**config.mk**
```make
export PLATFORM = sky130hd
export DESIGN_NAME = port_softreset_ctl
export DESIGN_NICKNAME = d
export VERILOG_FILES = /design/src/rtl/prt_pkg.sv /design/src/rtl/prt_ctrl.sv /design/src/rtl/prt_datapath.sv /design/src/rtl/port_softreset_ctl.sv
export SDC_FILE = /design/constraint.sdc
export NUM_CORES = 1
export LEC_CHECK = 0
export ABC_AREA = 1
export BUFFER_PORTS_ARGS = -buffer_cell sky130_fd_sc_hd__buf_2
export CAP_MARGIN = 40
export CORE_AREA = 2 2 74 62
export CTS_CLUSTER_SIZE = 14
export DETAILED_ROUTE_END_ITERATION = 7
export DIE_AREA = 0 0 76 64
export GPL_ROUTABILITY_DRIVEN = 0
export GPL_TIMING_DRIVEN = 0
export PLACE_DENSITY = 0.78
export SYNTH_ARGS = -nofsm -noshare
export SYNTH_HDL_FRONTEND = slang
export SYNTH_HIERARCHICAL = 1
export SYNTH_SLANG_ARGS = --single-unit
```
**constraint.sdc**
```tcl
create_clock -name clk -period 2.6 [get_ports clk]
set_input_delay 0.52 -clock clk [delete_from_list [all_inputs] [get_ports clk]]
set_output_delay 0.52 -clock clk [all_outputs]
set_load 0.02 [all_outputs]
```
**src/rtl/prt_pkg.sv**
```systemverilog
package prt_pkg;
  typedef enum logic [2:0] {
    ST_RUN, ST_DRAIN, ST_HELD, ST_SETTLE1, ST_SETTLE2
  } prtState_t;

  // strobes from the control FSM to the datapath
  typedef struct packed {
    logic blockNew;
    logic portInRst;
    logic ackOut;
  } prtStrobe_t;

  localparam int unsigned ADDR_CTRL = 0;
  localparam int unsigned ADDR_STAT = 1;
  localparam int unsigned ADDR_CAP  = 2;
  localparam int unsigned REQ_BIT   = 0;
  localparam int unsigned ACK_BIT   = 4;
  localparam int unsigned LAT_BIT   = 8;
  localparam int unsigned PWR_LSB   = 8;
endpackage

```
**src/rtl/prt_ctrl.sv**
```systemverilog
module prt_ctrl
  import prt_pkg::*;
#(
  parameter int unsigned MIN_PULSE = 4
) (
  input  logic       clk,
  input  logic       rstN,
  input  logic       reqBit,
  input  logic       drainDone,
  output prtStrobe_t strobe
);
  localparam int unsigned PC_W = (MIN_PULSE > 2) ? $clog2(MIN_PULSE) : 1;
  localparam logic [PC_W-1:0] PC_LAST = PC_W'(MIN_PULSE - 1);

  prtState_t state;
  logic [PC_W-1:0] pulseCnt;
  logic pulseDone;

  assign pulseDone = (pulseCnt == PC_LAST);

  always_ff @(posedge clk or negedge rstN) begin
    if (!rstN) begin
      state    <= ST_HELD;
      pulseCnt <= PC_LAST;
    end else begin
      case (state)
        ST_RUN: if (reqBit) begin
          state    <= ST_DRAIN;
          pulseCnt <= '0;
        end
        ST_DRAIN: begin
          if (!pulseDone) pulseCnt <= pulseCnt + 1'b1;
          if (pulseDone && drainDone) state <= ST_HELD;
        end
        ST_HELD:    if (!reqBit) state <= ST_SETTLE1;
        ST_SETTLE1: state <= ST_SETTLE2;
        ST_SETTLE2: state <= ST_RUN;
        default:    state <= ST_HELD;
      endcase
    end
  end

  always_comb begin
    strobe.portInRst = (state != ST_RUN);
    strobe.blockNew  = (state != ST_RUN) || reqBit;
    strobe.ackOut    = (state == ST_HELD) || (state == ST_SETTLE1) ||
                       (state == ST_SETTLE2);
  end

  AST_ACK_AFTER_DRAIN: assert property (@(posedge clk) disable iff (!rstN)
    $rose(strobe.ackOut) |-> $past(drainDone));
  AST_ACK_AFTER_PULSE: assert property (@(posedge clk) disable iff (!rstN)
    $rose(strobe.ackOut) |-> $past(pulseCnt) == PC_LAST);
  AST_ACK_FALL_SETTLE: assert property (@(posedge clk) disable iff (!rstN)
    $fell(strobe.ackOut) |-> $past(state) == ST_SETTLE2);
  AST_RST_WITH_ACK: assert property (@(posedge clk) disable iff (!rstN)
    $fell(strobe.portInRst) |-> $fell(strobe.ackOut));
  AST_DRAIN_HOLDS: assert property (@(posedge clk) disable iff (!rstN)
    (state == ST_DRAIN && !reqBit) |=> state != ST_RUN);
endmodule

```
**src/rtl/prt_datapath.sv**
```systemverilog
module prt_datapath
  import prt_pkg::*;
#(
  parameter int unsigned ADDR_W  = 2,
  parameter int unsigned CNT_W   = 4,
  parameter int unsigned NUM_EVT = 2,
  parameter int unsigned PWR_W   = 4,
  parameter logic [7:0]  PORT_ID = 8'h03
) (
  input  logic               clk,
  input  logic               rstN,
  input  prtStrobe_t         strobe,
  input  logic               regWrEn,
  input  logic [ADDR_W-1:0]  regAddr,
  input  logic [63:0]        regWrData,
  output logic [63:0]        regRdData,
  input  logic               reqIssue,
  output logic               reqGrant,
  input  logic               reqDone,
  input  logic               mmioValid,
  output logic               mmioFwd,
  output logic               mmioErr,
  input  logic [NUM_EVT-1:0] evtSet,
  input  logic [PWR_W-1:0]   pwrState,
  output logic               reqBit,
  output logic               drainDone
);
  logic latBit;
  logic [NUM_EVT-1:0] evtFlag;
  logic [CNT_W-1:0] outCnt;
  logic wrCtrl, wrStat, doneEff;

  assign wrCtrl    = regWrEn && (regAddr == ADDR_W'(ADDR_CTRL));
  assign wrStat    = regWrEn && (regAddr == ADDR_W'(ADDR_STAT));
  assign reqGrant  = reqIssue && !strobe.blockNew;
  assign mmioFwd   = mmioValid && !strobe.blockNew;
  assign drainDone = (outCnt == '0);
  assign doneEff   = reqDone && (outCnt != '0);

  always_ff @(posedge clk or negedge rstN) begin
    if (!rstN) begin
      reqBit  <= 1'b1;
      latBit  <= 1'b0;
      outCnt  <= '0;
      mmioErr <= 1'b0;
    end else begin
      if (wrCtrl) begin
        reqBit <= regWrData[REQ_BIT];
        latBit <= regWrData[LAT_BIT];
      end
      if (reqGrant && !doneEff)      outCnt <= outCnt + 1'b1;
      else if (!reqGrant && doneEff) outCnt <= outCnt - 1'b1;
      mmioErr <= mmioValid && strobe.blockNew;
    end
  end

  for (genvar i = 0; i < NUM_EVT; i++) begin : gEvt
    always_ff @(posedge clk or negedge rstN) begin
      if (!rstN)          evtFlag[i] <= 1'b0;
      else if (evtSet[i]) evtFlag[i] <= 1'b1;
      else if (wrStat && regWrData[i]) evtFlag[i] <= 1'b0;
    end
  end

  always_comb begin
    regRdData = '0;
    case (regAddr)
      ADDR_W'(ADDR_CTRL): begin
        regRdData[REQ_BIT] = reqBit;
        regRdData[ACK_BIT] = strobe.ackOut;
        regRdData[LAT_BIT] = latBit;
      end
      ADDR_W'(ADDR_STAT): begin
        regRdData[NUM_EVT-1:0] = evtFlag;
        regRdData[PWR_LSB +: PWR_W] = pwrState;
      end
      ADDR_W'(ADDR_CAP): regRdData[7:0] = PORT_ID;
      default: regRdData = '0;
    endcase
  end

  AST_MMIO_ERR: assert property (@(posedge clk) disable iff (!rstN)
    (mmioValid && strobe.portInRst) |=> mmioErr);
  AST_LAT_WRITE: assert property (@(posedge clk) disable iff (!rstN)
    wrCtrl |=> latBit == $past(regWrData[LAT_BIT]));
  AST_EVT_ZERO_KEEPS: assert property (@(posedge clk) disable iff (!rstN)
    (wrStat && !regWrData[0] && evtFlag[0]) |=> evtFlag[0]);
  AST_NO_UNDERFLOW: assert property (@(posedge clk) disable iff (!rstN)
    (drainDone && !reqGrant) |=> drainDone);
  AST_NO_GRANT_IN_RST: assert property (@(posedge clk) disable iff (!rstN)
    strobe.portInRst |-> !reqGrant);
endmodule

```
**src/rtl/port_softreset_ctl.sv**
```systemverilog
module port_softreset_ctl
  import prt_pkg::*;
#(
  parameter int unsigned ADDR_W    = 2,
  parameter int unsigned CNT_W     = 4,
  parameter int unsigned NUM_EVT   = 2,
  parameter int unsigned PWR_W     = 4,
  parameter int unsigned MIN_PULSE = 4,
  parameter logic [7:0]  PORT_ID   = 8'h03
) (
  input  logic               clk,
  input  logic               rstN,
  input  logic               regWrEn,
  input  logic [ADDR_W-1:0]  regAddr,
  input  logic [63:0]        regWrData,
  output logic [63:0]        regRdData,
  input  logic               reqIssue,
  output logic               reqGrant,
  input  logic               reqDone,
  input  logic               mmioValid,
  output logic               mmioFwd,
  output logic               mmioErr,
  input  logic [NUM_EVT-1:0] evtSet,
  input  logic [PWR_W-1:0]   pwrState,
  output logic               accelRst
);
  prtStrobe_t strobe;
  logic reqBit, drainDone;

  prt_ctrl #(.MIN_PULSE(MIN_PULSE)) uCtrl (
    .clk(clk), .rstN(rstN), .reqBit(reqBit), .drainDone(drainDone),
    .strobe(strobe)
  );

  prt_datapath #(
    .ADDR_W(ADDR_W), .CNT_W(CNT_W), .NUM_EVT(NUM_EVT), .PWR_W(PWR_W),
    .PORT_ID(PORT_ID)
  ) uData (
    .clk(clk), .rstN(rstN), .strobe(strobe),
    .regWrEn(regWrEn), .regAddr(regAddr), .regWrData(regWrData),
    .regRdData(regRdData), .reqIssue(reqIssue), .reqGrant(reqGrant),
    .reqDone(reqDone), .mmioValid(mmioValid), .mmioFwd(mmioFwd),
    .mmioErr(mmioErr), .evtSet(evtSet), .pwrState(pwrState),
    .reqBit(reqBit), .drainDone(drainDone)
  );

  assign accelRst = strobe.portInRst;
endmodule

```
### Word level (Yosys, flattened, before mapping)

Index checks and enable logic that the tools add are counted.

| operators by class | value |
|---|---|
| add/subtract/negate cells | 3 |
| equality and inequality tests | 11 |
| muxes and demuxes | 18 |
| reduce and logical (&&, ||, !) cells | 28 |

Operator list:

| kind | number |
|---|---|
| 3-bit case mux with 5 select lines | 1 |
| 3-bit 2-to-1 mux | 4 |
| 1-bit logical AND | 11 |
| 4-bit 2-to-1 mux | 2 |
| 2-bit nonzero test | 4 |
| 3-bit by 2-bit equality test with 1-bit output (second input constant) | 2 |
| 3-bit AND reduction | 2 |
| 1-bit 2-to-1 mux | 5 |
| 4-bit by 1-bit adder with 4-bit output (second input constant) | 1 |
| 2-bit equality test (second input constant) | 2 |
| 4-bit zero test | 1 |
| 2-bit 2-to-1 mux | 2 |
| 2-bit by 1-bit != test with 1-bit output (second input constant) | 2 |
| 2-bit != test (second input constant) | 2 |
| 1-bit case mux with 2 select lines | 2 |
| 2-bit case mux with 2 select lines | 1 |
| 4-bit nonzero test | 1 |
| 4-bit by 1-bit subtractor with 4-bit output (second input constant) | 1 |
| 3-bit by 1-bit equality test with 1-bit output (second input constant) | 1 |
| 3-bit equality test (second input constant) | 1 |
| 1-bit zero test | 3 |
| 3-bit zero test | 1 |
| 1-bit logical OR | 3 |
| 1-bit case mux with 3 select lines | 1 |
| other kinds (4) | 4 |

| storage, ports and cells | value |
|---|---|
| flip-flop bits (word level) | 14 |
| output and inout bits | 68 |
| logic and storage cells | 68 |

### Longest topological paths before layout

| logic depth | value |
|---|---|
| word-level depth | 8 |
| gate-level depth with buffers | 12 |
| gate-level depth less buffers | 12 |

### Cells and area by module

The synthesis kept the hierarchy.

By module, submodules not included:

| module | times used | cells each | area an instance (sq um) |
|---|---|---|---|
| prt_datapath | 1 | 139 | 1,073.5 |
| prt_ctrl | 1 | 41 | 315.3 |

### Least setup slack after synthesis

Ideal clock, no wire load.

| timing | value |
|---|---|
| kind | register to register |
| start point | register uCtrl.state[2] |
| end point | register uData.outCnt[3] |
| setup time | 0.117 ns |
| arrival | 2.086 ns |
| data required time | 2.483 ns |
| path slack | 0.397 ns |
| cell stages (with the launch flop) | 12 |
| path through | dfrtp_1 nor2_4 nand3_2 nor2_1 ha_1 inv_1 ha_1 or2_0 nand2_1 nand2_1 nand3_1 nand2_1 |

RTL lines:

| item | line | text |
|---|---|---|
| start, declared | prt_ctrl.sv:15 | `prtState_t state;` |
| start signal, assigned | prt_ctrl.sv:23 | `state <= ST_HELD;` |
| start signal, assigned | prt_ctrl.sv:28 | `state <= ST_DRAIN;` |
| start signal, assigned | prt_ctrl.sv:33 | `if (pulseDone && drainDone) state <= ST_HELD;` |
| end signal, assigned | prt_datapath.sv:51 | `if (reqGrant && !doneEff) outCnt <= outCnt + 1'b1;` |
| end signal, assigned | prt_datapath.sv:52 | `else if (!reqGrant && doneEff) outCnt <= outCnt - 1'b1;` |
| end, declared | prt_datapath.sv:30 | `logic [CNT_W-1:0] outCnt;` |

==> results.cfg <==
[run_status]
outcome = completed

[floorplanning]
dieArea_um2 = 4860
die_h_um = 64
core_um2 = 4070
num_rows = 21
start_util = 0.341
io-pin-count = 146
die_w_um = 76

[setup_path]
critPathBufInv = 1
worst_path_largest_cell_delay_ns = 0.41
r2r-start = uCtrl/state[2]$_DFFE_PN0P_
path_delay_family = simple AND/OR/NAND/NOR gates
arrival_ns = 2.22
crit_cells = 11
crit_chain = nor2_4 -> nand3_2 -> nor2_1 -> ha_1 -> inv_1 -> ha_1 -> or2_0 -> nand2_1 -> nand2_1 -> nand3_1 -> nand2_1
start_kind = flip-flop
critPathKind = flip-flop to flip-flop
critPathRequiredTime_ns = 2.73
r2r_cells = 11
slowest_stage = dfrtp_1
startpoint = uCtrl/state[2]$_DFFE_PN0P_
critPathMaxFanout = 6
cp-end-kind = flip-flop
cpMostUsedCell = nand2_1

[routing]
vias = 1133
firstDrtPassIters = 4
wl_per_cell_um = 7.51
antenna_left = 0
drc = 0
first_iter_violations = 56
totalWireLength_um = 2430
vias_per_cell = 3.51

[cells_and_area]
drive_gt1_frac = 0.376
area_growth_pct = 33.0
fin_nets = 355
fin_util = 0.453
n_antenna_cell = 0

[global_routing]
grt_pass1_vias = 999
grt_busiest_layer = met2
grt.met1_usage = 0.108
grt_max_degree = 15
grtUsageMet2 = 0.203
gr-usage-all-layers = 0.101
grt_pass1_wl_um = 4050
grt_overflow = 0
antenna_found_initial = 0
use_met3 = 0.00847

[synth]
yosysUniqueCellTypes = 28
ys_seq_area_frac = 0.256
synth_top_area_frac = 0.308
ys_warn_count = 6
synth_area_um2 = 1390
yosys.area.top_type = buf_4
avgSynthCellArea_um2 = 7.72
ys_ff_latch = 14
syn-instance-count = 180
synth_area_leaders = buf_4, dfrtp_1, nand2_1

[hold_path]
worst_hold_path_type = primary input to async pin

[timing]
setup_viol = 0
setup_ws_ns = 0.507
finalSetupTns_ns = 0
period_needed_ns = 2.09
maxSlewViolCount = 0
hold_violations = 0
grt_setup_unrepaired = no
min_period_over_period = 0.805
clock_skew_ns = 0.000733
max_freq_mhz = 478
fin_hold_ws_ns = 0.165

[pwr]
peakVddDrop_mv = 0.254
totalPowerFinal_mw = 1.30
cellPowerDensity_nw_per_um2 = 703
leakage_nw = 1.19

[clock_tree]
cts_setup_buffers = 0
numCtsBuffers = 3
clk_pin_slew_ns = 0.05
htreeDepth = 1
clock_path_buffers = 2
holdBufCountCts = 0
clock-root-buffer = clkbuf_8
ctsResizeCount = 0
clk_latency_ns = 0.24
clock-sinks = 14
cts_tree = built

[place]
dp_slack_ns = 0.516
io_buffer_count = 27
hpwlAfterDp_um = 2170

[run]
drv_cap = 0
worst reg2reg max path: stages (launching register included):
cell and delay (ns):
dfrtp_1 0.41, nor2_4 0.19, nand3_2 0.15, nor2_1 0.17
ha_1 0.18, inv_1 0.10, ha_1 0.35, or2_0 0.21
nand2_1 0.07, nand2_1 0.05, nand3_1 0.07, nand2_1 0.05
registers in the layout, indices dropped and copies added, names as in the netlist:
register,count
uCtrl/pulseCnt,2
uData/outCnt,4
uData/reqBit,1
uCtrl/state,3
uData/mmioErr,1
uData/evtFlag,2
uData/latBit,1
cells in the final DEF, fill, tap and decap left out, types with 2 or more instances in the layout:
cell type	netlist	final
clkbuf_8	0	3
nand3_1	9	9
buf_2	1	28
inv_1	22	22
ha_1	8	8
buf_4	57	57
conb_1	1	57
a21oi_1	2	2
nor2_1	8	8
xnor2_1	2	2
mux2_4	2	2
a21o_1	2	2
nand3_2	2	2
dfstp_2	4	4
dfrtp_1	10	10
nand2_1	37	37
cells by family after synthesis:
| kind of cell | synth area share |
|---|---|
| buffers and inverters | 0.374 |
| AND/OR/NAND/NOR | 0.198 |
| flip-flops | 0.256 |
| AO/OA/AOI/OAI | 0.0486 |
| adder cells (fa/ha/maj) | 0.0865 |
| XOR/XNOR | 0.0126 |
| multiplexers | 0.0216 |
| other | 0.00270 |
metrics by stage:
step / std cells / cell area (µm²)
floorplan: 236 / 1600
global placement: 320 / 1810
detailed placement: 320 / 1810
CTS: 323 / 1850
global route: 323 / 1850
finish: 323 / 1850
synthesized netlist by cell type:
cell / count
o21bai_1: 1
nor2_1: 8
nand2_2: 1
a21oi_1: 2
inv_1: 22
xnor2_1: 2
a31o_1: 1
a21o_1: 2
nand3_2: 2
buf_4: 57
inv_2: 1
dfrtp_1: 10
o21ai_0: 1
or2_0: 1
nand2_1: 37
nand3b_2: 1
nand3_1: 9
buf_2: 1
conb_1: 1
fa_1: 1
a22o_1: 1
dfstp_2: 4
a21boi_0: 1
or2_1: 1
o21ai_1: 1
mux2_4: 2
ha_1: 8
nor2_4: 1
path summary, 6_finish.rpt:
check                                               end  slack [ns]
min in group clk           uData/evtFlag[1]$_DFFE_PN0P_        0.46
hold reg to reg            uData/evtFlag[0]$_DFFE_PN0P_        0.48
max in group asynchronous      uData/reqBit$_DFFE_PN1P_        2.15
setup reg to reg            uData/outCnt[3]$_DFFE_PN0P_        0.51
hold / removal                  uData/mmioErr$_DFF_PN0_        0.16
setup / recovery            uData/outCnt[3]$_DFFE_PN0P_        0.51
where the power goes:
group          internal [mW]  switching (mW)  total, mW
logic                  0.298           0.420      0.718
clock network          0.102          0.0668      0.169
registers              0.317          0.0942      0.411
per-layer routing:
metal / routed length, µm / share of wire / vias up
met2: 1350 / 0.56 / 28
met4: 27 / 0.011 / 0
met3: 102 / 0.042 / 2
li1: - / - / 611
met1: 945 / 0.39 / 492
met5: 0 / 0 / -
layout make-up:
class                           instances  area [µm²]
Sequential cell                        14         355
Fill cell                             422        2230
Timing Repair Buffer                   27         135
Inverter                               23        86.3
Buffer                                 58         433
Multi-Input combinational cell        141         724
Clock buffer                            3        41.3
Tap cell                               57        71.3
Power figures use the tool's default switching activity.
